--- src/rtl/ext_bus_seq.sv ---
module ext_bus_seq #(
  parameter int PH_CLKS = 2
) (
  input  logic        clk,
  input  logic        rst_n,
  input  logic        req_valid,
  input  logic [1:0]  req_type,
  input  logic        req_wide,
  input  logic [15:0] req_addr,
  input  logic [7:0]  req_wdata,
  input  logic        ea_n,
  input  logic [1:0]  rom_size,
  input  logic [7:0]  p2_reg,
  input  logic [7:0]  ad_in,
  output logic        busy,
  output logic        done,
  output logic        int_fetch,
  output logic [7:0]  rdata,
  output logic [7:0]  ad_out,
  output logic        ad_oe,
  output logic [7:0]  hi_out,
  output logic        ale,
  output logic        psen_n,
  output logic        rd_n,
  output logic        wr_n,
  output logic        lo_set
);
  localparam int SW = (PH_CLKS > 1) ? $clog2(PH_CLKS) : 1;
  localparam logic [2:0] LAST_PH = 3'd4;
  localparam logic [1:0] T_FETCH = 2'd0, T_READ = 2'd1, T_WRITE = 2'd2;

  logic          busy_q, wide_q;
  logic [2:0]    ph_q;
  logic [SW-1:0] sub_q;
  logic [1:0]    typ_q;
  logic [15:0]   addr_q;
  logic [7:0]    wd_q, rd_q;

  wire [15:0] lim = (rom_size == 2'd0) ? 16'h1FFF :
                    (rom_size == 2'd1) ? 16'h3FFF : 16'h7FFF;
  wire fetch_ext = !ea_n || (rom_size == 2'd3) || (req_addr > lim);
  wire is_fetch  = (req_type == T_FETCH);
  wire offered   = req_valid && !busy_q && (req_type != 2'd3);
  wire take      = offered && (!is_fetch || fetch_ext);
  wire last_sub  = (sub_q == SW'(PH_CLKS - 1));
  wire is_wr     = (typ_q == T_WRITE);
  wire strobe_ph = busy_q && (ph_q == 3'd2 || ph_q == 3'd3);

  always_ff @(posedge clk or negedge rst_n) begin
    if (!rst_n) begin
      busy_q <= 1'b0;
      ph_q   <= '0;
      sub_q  <= '0;
      typ_q  <= '0;
      wide_q <= 1'b0;
      addr_q <= '0;
      wd_q   <= '0;
    end else if (take) begin
      busy_q <= 1'b1;
      ph_q   <= '0;
      sub_q  <= '0;
      typ_q  <= req_type;
      wide_q <= req_wide || is_fetch;
      addr_q <= req_addr;
      wd_q   <= req_wdata;
    end else if (busy_q) begin
      if (last_sub) begin
        sub_q <= '0;
        if (ph_q == LAST_PH) busy_q <= 1'b0;
        else                 ph_q   <= ph_q + 3'd1;
      end else begin
        sub_q <= sub_q + SW'(1);
      end
    end
  end

  always_ff @(posedge clk or negedge rst_n) begin
    if (!rst_n) rd_q <= '0;
    else if (busy_q && !is_wr && ph_q == 3'd3 && last_sub) rd_q <= ad_in;
  end

  assign busy      = busy_q;
  assign done      = busy_q && ph_q == LAST_PH && last_sub;
  assign int_fetch = offered && is_fetch && !fetch_ext;
  assign rdata     = rd_q;
  assign ale       = busy_q && ph_q == 3'd0;
  assign lo_set    = ale && sub_q == '0;
  assign ad_oe     = busy_q && (ph_q <= 3'd1 || is_wr);
  assign ad_out    = (ph_q <= 3'd1) ? addr_q[7:0] : wd_q;
  assign hi_out    = (busy_q && wide_q) ? addr_q[15:8] : p2_reg;
  assign psen_n    = !(strobe_ph && typ_q == T_FETCH);
  assign rd_n      = !(strobe_ph && typ_q == T_READ);
  assign wr_n      = !(busy_q && is_wr && ph_q == 3'd3);

  assert_one_strobe_R8: assert property (@(posedge clk) disable iff (!rst_n)
    $countones({!psen_n, !rd_n, !wr_n}) <= 1);
  assert_idle_strobes_R8: assert property (@(posedge clk) disable iff (!rst_n)
    !busy |-> (psen_n && rd_n && wr_n && !ale && !ad_oe));
  assert_ale_addr_R3: assert property (@(posedge clk) disable iff (!rst_n)
    $fell(ale) |-> (ad_oe && $stable(ad_out)));
  assert_wr_setup_R5: assert property (@(posedge clk) disable iff (!rst_n)
    $fell(wr_n) |-> ($past(ad_oe) && $stable(ad_out)));
  assert_wr_hold_R5: assert property (@(posedge clk) disable iff (!rst_n)
    $rose(wr_n) |-> (ad_oe && $stable(ad_out)));
  assert_done_end_R1: assert property (@(posedge clk) disable iff (!rst_n)
    done |=> !busy);
  assert_lo_set_start_R7: assert property (@(posedge clk) disable iff (!rst_n)
    lo_set |-> (ale && !$past(busy)));
endmodule

--- config.mk ---
export PLATFORM = sky130hd
export DESIGN_NAME = ext_bus_seq
export DESIGN_NICKNAME = d
export VERILOG_FILES = /design/src/rtl/ext_bus_seq.sv
export SDC_FILE = /design/constraint.sdc
export NUM_CORES = 1
export LEC_CHECK = 0
export BUFFER_PORTS_ARGS = -buffer_cell sky130_fd_sc_hd__buf_2
export CAP_MARGIN = 25
export CORE_ASPECT_RATIO = 2
export CORE_UTILIZATION = 48
export DETAILED_ROUTE_END_ITERATION = 12
export PLACE_DENSITY = 0.82
export SLEW_MARGIN = 20
export SYNTH_ARGS = -nofsm -noshare
export SYNTH_HDL_FRONTEND = slang
export SYNTH_SLANG_ARGS = --single-unit
--- constraint.sdc ---
create_clock -name clk -period 2.1 [get_ports clk]
set_clock_uncertainty 0.1 [all_clocks]
set_input_delay 0.21 -clock clk [delete_from_list [all_inputs] [get_ports clk]]
set_output_delay 0.21 -clock clk [all_outputs]
set_load 0.01 [all_outputs]
After elaboration in Yosys (flattened, before gate mapping)
Index checks and enable logic that the tools add are counted.
- multiplexer cells: 15
- reduce and logical (&&, ||, !) cells: 40
- eq/ne operators: 9
- magnitude comparators: 2
- bitwise operators: 1
- add/subtract/negate cells: 2
- operators by type and width (operator ; count):
    15-bit two-way mux ; 2
    1-bit logical AND ; 19
    16-bit by 15-bit > comparator with 1-bit output ; 1
    8-bit two-way mux ; 2
    3-bit two-way mux ; 4
    1-bit zero test ; 8
    1-bit two-way mux ; 7
    3-bit by 2-bit == test with 1-bit output, second input constant ; 2
    2-bit zero test ; 3
    1-bit logical OR ; 6
    2-bit by 1-bit == test with 1-bit output, second input constant ; 2
    2-bit == test, second input constant ; 2
    2-bit != test, second input constant ; 2
    2-bit nonzero test ; 2
    3-bit by 1-bit adder with 3-bit output, second input constant ; 1
    3-bit == test, second input constant ; 1
    3-bit by 1-bit <= comparator with 1-bit output, second input constant ; 1
    3-bit zero test ; 1
    3-bit AND reduction ; 1
    1-bit adder, second input constant ; 1
    1-bit inverter ; 1
- output and inout bits: 33
- flip-flop bits (word level): 40
- word-level logic and storage cells: 77

Longest topological paths before layout
- depth after elaboration: 9
- depth in mapped cells: 7
- depth with buffers taken out: 6

Worst setup path after synthesis
OpenSTA, ideal clock, no wires.
- path kind: input to register
- start: input rom_size[1]
- end: register addr_q[10]
- cell stages on the path: 7
- path buffers: 1
- path slack: 211 ps
- arrival: 1664 ps
- library setup time: 125 ps
- data required time: 1875 ps
- path through: inv_1 -> ha_1 -> nand4_1 -> o41ai_2 -> a41oi_2 -> buf_6 -> mux2_4
- longest elaborated chain between the ends: 7
- ends and longest elaborated chain (what ; line ; source):
    from (decl) ; 12 ; input logic [1:0] rom_size,
    2-bit by 1-bit == test with 1-bit output ; 40 ; (rom_size == 2'd1) ? 16'h3FFF : 16'h7FFF;
    15-bit two-way mux ; 40 ;
    15-bit two-way mux ; 39 ; wire [15:0] lim = (rom_size == 2'd0) ? 16'h1FFF :
    16-bit by 15-bit > comparator with 1-bit output ; 41 ; wire fetch_ext = !ea_n || (rom_size == 2'd3) || (req_addr > lim);
    1-bit logical OR * ; 41 ;
    1-bit logical OR * ; 44 ; wire take = offered && (!is_fetch || fetch_ext);
    1-bit logical AND * ; 44 ;
    to (signal assigned) ; 64 ; addr_q <= req_addr;
    to (decl) ; 36 ; logic [15:0] addr_q;
Every way passes the cells marked *; elsewhere a longest branch is shown, timed or not.
A chain may end at the register's enable or synchronous reset.

Final worst setup path
- start: register ph_q[1]
- end: output ad_out[7]
- longest elaborated chain between the ends: 2
- ends and longest elaborated chain (what ; line ; source):
    from (decl) ; 33 ; logic [2:0] ph_q;
    from (signal assigned) ; 70 ; else ph_q <= ph_q + 3'd1;
    3-bit by 1-bit <= comparator with 1-bit output ; 89 ; assign ad_out = (ph_q <= 3'd1) ? addr_q[7:0] : wd_q;
    8-bit two-way mux ; 89 ;
    to (decl) ; 19 ; output logic [7:0] ad_out,
No other way between the ends.

==> summary.txt <==
SYNTHESIS
-----------------------------------------------------------------------------------------
Synth Area in Compound Gates ...............................................        5.54%
Average size of a mapped cell ..............................................   13.6 sq um
Share of synthesized cell area in and, or, nand and nor gates ..............        8.49%
Share of cell area taken by muxes after synthesis ..........................        30.2%
Main combinational cell family by area after synthesis ..................... multiplexers
Synthesized instance count .................................................          153
Flip-flop and latch count after synthesis ..................................           40
Area of the mapped netlist .................................................   2080 sq um
Proportion of register bits with asynchronous set or reset after synthesis .         100%
Share of the yosys chip area belonging to registers ........................        48.2%
Unique masters post-synth ..................................................           29
Main area contributors after synthesis ..................................... sky130_fd_sc_hd__dfrtp_1, sky130_fd_sc_hd__mux2_4, sky130_fd_sc_hd__mux2_2
Dominant cell type by area after synthesis ................................. sky130_fd_sc_hd__dfrtp_1
Number of synthesis warnings ...............................................            0
Leading register cell type out of synthesis ................................ sky130_fd_sc_hd__dfrtp_1
Share of Yosys cell area claimed by the top area cell type .................        48.2%
Count of flip-flops with a built-in enable after synthesis .................            0
Post-Synth XOR/XNOR Area ...................................................       0.422%
Syn nets ...................................................................          209
Post-synthesis adder-cell area fraction ....................................        4.22%

CRITICAL PATH
-----------------------------------------------------------------------------------------
Critical path arrival ......................................................      1760 ps
Crit-path cells ............................................................ inv_2, ha_4, a21oi_2, nor2_2, buf_6, mux2_4, buf_6
Crit end category ..........................................................  output port
Crit. Startpoint ...........................................................      ph_q[1]
Largest incremental delay on the critical path .............................       410 ps
Reg2Reg Setup Slack ........................................................       150 ps
Maximum fanout along the worst path ........................................            5
RR Startpoint ..............................................................      ph_q[1]
Required time reported for the critical path endpoint ......................      1790 ps
Slowest cell on the critical path .......................................... sky130_fd_sc_hd__dfrtp_1
Launching element type of the critical path ................................    flip-flop
Most repeated library cell on the critical path ............................ sky130_fd_sc_hd__buf_6
Worst Path Class, Setup .................................................... flip-flop to output port

FINISH
-----------------------------------------------------------------------------------------
Syn-to-layout area delta ...................................................        36.2%
Sequential standard cell area ..............................................   1000 sq um
Multi-input combinational cell area ........................................   1060 sq um
Final antenna diode count ..................................................            0
Number of fillers in the final layout ......................................          312
Number of nets in the layout ...............................................          303
Fraction of final layout cells sized beyond drive strength 1 ...............        62.3%

GRT
-----------------------------------------------------------------------------------------
Pin count of the biggest net entering global routing .......................           41
Vias in the first global route .............................................         1544
Remaining Overflow, GRT ....................................................            0
Antenna violations before repair ...........................................            0
Global-route wire length before repair ..................................... 7000 microns
Global routing usage summed across all routing layers ......................        20.6%

MIN PATH
-----------------------------------------------------------------------------------------
Worst Min Path Start ....................................................... req_wdata[1]
Path type of the worst min-delay path ...................................... input pin to flip-flop

CLOCKING
-----------------------------------------------------------------------------------------
Clock-pin slew on the worst setup and hold paths ...........................        70 ps
H-Tree Level Count .........................................................            2
Total clock buffers created by CTS .........................................            5
Worst-skew pair later-pin latency ..........................................       290 ps
Clock tree from TritonCTS ..................................................        built
Maximum count of clock buffers along a single path .........................            2
Num Clock Sinks ............................................................           40
Cell at the root of the clock tree ......................................... sky130_fd_sc_hd__clkbuf_8

PWR
-----------------------------------------------------------------------------------------
Internal ...................................................................    0.00303 W
Power per standard cell area ............................................... 1590 nW/um^2
Largest vdd supply drop ....................................................     0.905 mV
Switching share of power ...................................................        32.6%
Leakage power total ........................................................      1.39 nW
Total power of the final layout ............................................    0.00450 W
Clock network fraction of total power ......................................        16.0%
Switching power summed over all nets .......................................    0.00147 W
Register share of total power ..............................................        31.4%
Combinational share of power ...............................................        52.6%

STA
-----------------------------------------------------------------------------------------
Actual transition at the worst max-transition pin ..........................       853 ps
Max Slew Vio Count .........................................................            0
Period minus WS final ......................................................      2070 ps
Final setup violation count ................................................            0
Post-route fraction of the period consumed by the critical path ............        98.3%
Max_slew headroom ..........................................................        43.1%
Final Hold Violating Endpoints .............................................            0
Fmax .......................................................................    0.484 GHz
Hold slack .................................................................      44.3 ps

DIE
-----------------------------------------------------------------------------------------
Initial standard-cell utilization of the core ..............................        50.3%
Die outline height ......................................................... 95.0 microns
Number of top-level design ports ...........................................           82
Die width .................................................................. 48.5 microns
Core region area ...........................................................   4130 sq um
Row count ..................................................................           33
Floorplan die area .........................................................   4610 sq um

ROUTE
-----------------------------------------------------------------------------------------
Number of iterations in the first detailed-routing pass ....................            4
Wire length per cell ....................................................... 15.7 microns
DRC Markers ................................................................            0
Via count ..................................................................         1572
Via/cell ratio .............................................................         5.26
Residual antenna-violating net count after detailed routing ................            0
Routed wire length ......................................................... 4710 microns
Iteration-0 DRC count of the detailed router ...............................           18

RUN STATUS
-----------------------------------------------------------------------------------------
Run status .................................................................    completed

PLACEMENT
-----------------------------------------------------------------------------------------
Half-perimeter wire length after detailed placement ........................ 3400 microns
Number of input and output port buffers inserted ...........................           81
Routability-driven placement congestion ratio ..............................        0.798

FLOW RUN
-----------------------------------------------------------------------------------------
# Max-Cap Violations .......................................................            0

[worst max-delay path: cells and delay by family (launching register included)]
family	cells	cell delay, ps
muxes	1	320
DFF	1	410
and+or+nand+nor	1	170
adders and majority gates	1	130
buffers and inverters	3	390
AOI/OAI and AO/OA	1	40
[cell usage after synthesis, types with 2 or more instances]
master / n
sky130_fd_sc_hd__inv_1: 6
sky130_fd_sc_hd__ha_1: 7
sky130_fd_sc_hd__nand3_1: 4
sky130_fd_sc_hd__mux2_4: 23
sky130_fd_sc_hd__buf_6: 3
sky130_fd_sc_hd__nand2_1: 8
sky130_fd_sc_hd__a21oi_1: 2
sky130_fd_sc_hd__nor2_1: 7
sky130_fd_sc_hd__mux2_2: 25
sky130_fd_sc_hd__nand2b_1: 3
sky130_fd_sc_hd__nand4_1: 3
sky130_fd_sc_hd__o21ai_0: 3
sky130_fd_sc_hd__nor3b_1: 2
sky130_fd_sc_hd__nor2b_1: 2
sky130_fd_sc_hd__o21a_1: 2
sky130_fd_sc_hd__dfrtp_1: 40
[cells by family (layout without fill, tap and decap cells)]
logic type,count (synthesis),in the layout
AND/OR/NAND/NOR,33,33
flip-flops,40,40
AO/OA/AOI/OAI,14,14
multiplexers,48,48
buffers and inverters,10,104
adder cells (fa/ha/maj),7,7
XOR/XNOR,1,1
[layer usage]
metal  up-vias  wire length, microns  track usage (%)
met4         0                   122             9.07
met3         9                   267             6.38
met5         -                     0                0
met1       763                  1780             22.1
met2        68                  2540             36.9
li1        732                     -                -
[final timing paths]
path	endpoint	cells after the start
max	ad_out[7]	7
min	wd_q[1]	2
max reg2reg	rdata[0]	5
min reg2reg	addr_q[15]	2
max in group asynchronous	ph_q[0]	2
min in group asynchronous	rdata[3]	2
[through the flow]
stage                     setup slack [ps]  cell area (sq um)  TNS, ps  std cells  utilization (%)
after floorplan                        211               2080        0        153                -
after global placement                44.4               2560        0        286             62.1
after detailed placement             -17.9               2560    -81.2        286             62.1
after CTS                             40.1               2700        0        294             65.4
after global routing                 -2.12               2830    -2.12        299             68.5
final                                 35.0               2830        0        299             68.5
[sequential cells by signal (all words and copies together) (netlist names)]
name      cells
addr_q       16
busy          1
last_sub      1
typ_q         2
wd_q          8
wide_q        1
rdata         8
ph_q          3
[timing repair]
| item | in CTS | in global routing |
|---|---|---|
| setup buffers | 0 | 4 |
| setup endpoints to repair | 1 | 7 |
| pin swaps | 0 | 1 |
| endpoints found under the hold margin | 40 | 0 |
| hold buffers | 1 | 0 |
| gates resized for setup | 1 | 21 |
| gates cloned | 0 | 1 |
[power by group through the flow]
stage / logic [W] / registers, W / clock network, W
4_1_cts: 0.00200 / 0.00139 / 0.000734
6_report: 0.00237 / 0.00141 / 0.000721
3_5_place_dp: 0.00199 / 0.00139 / 0
2_1_floorplan: 0.00134 / 0.00137 / 0
3_3_place_gp: 0.00193 / 0.00138 / 0
5_1_grt: 0.00254 / 0.00147 / 0.000765
[final cells by class]
type	instances	share of cell area (%)
multi-input combinational	103	37.6
sequential	40	35.4
timing repair buffer	91	19.3
clock buffer	5	2.43
tap	52	2.30
clock inverter	2	2.12
inverter	6	0.796
[cells in the final DEF, fill, tap and decap left out, types with 2 or more instances in the layout]
cell type / synthesis / layout
sky130_fd_sc_hd__clkbuf_8: 0 / 5
sky130_fd_sc_hd__buf_6: 3 / 9
sky130_fd_sc_hd__mux2_4: 23 / 28
sky130_fd_sc_hd__nand2b_1: 3 / 3
sky130_fd_sc_hd__mux2_2: 25 / 20
sky130_fd_sc_hd__ha_1: 7 / 6
sky130_fd_sc_hd__o21a_1: 2 / 2
sky130_fd_sc_hd__bufinv_16: 0 / 2
sky130_fd_sc_hd__nand2_1: 8 / 8
sky130_fd_sc_hd__nor2b_1: 2 / 2
sky130_fd_sc_hd__buf_4: 0 / 6
sky130_fd_sc_hd__nand3_1: 4 / 4
sky130_fd_sc_hd__o21ai_0: 3 / 3
sky130_fd_sc_hd__inv_1: 6 / 4
sky130_fd_sc_hd__inv_2: 0 / 2
sky130_fd_sc_hd__buf_2: 1 / 74
sky130_fd_sc_hd__nor2_1: 7 / 6
sky130_fd_sc_hd__nand4_1: 3 / 3
sky130_fd_sc_hd__nor3b_1: 2 / 2
sky130_fd_sc_hd__dfrtp_1: 40 / 39
No activity file was read; power rests on OpenSTA's default activity.
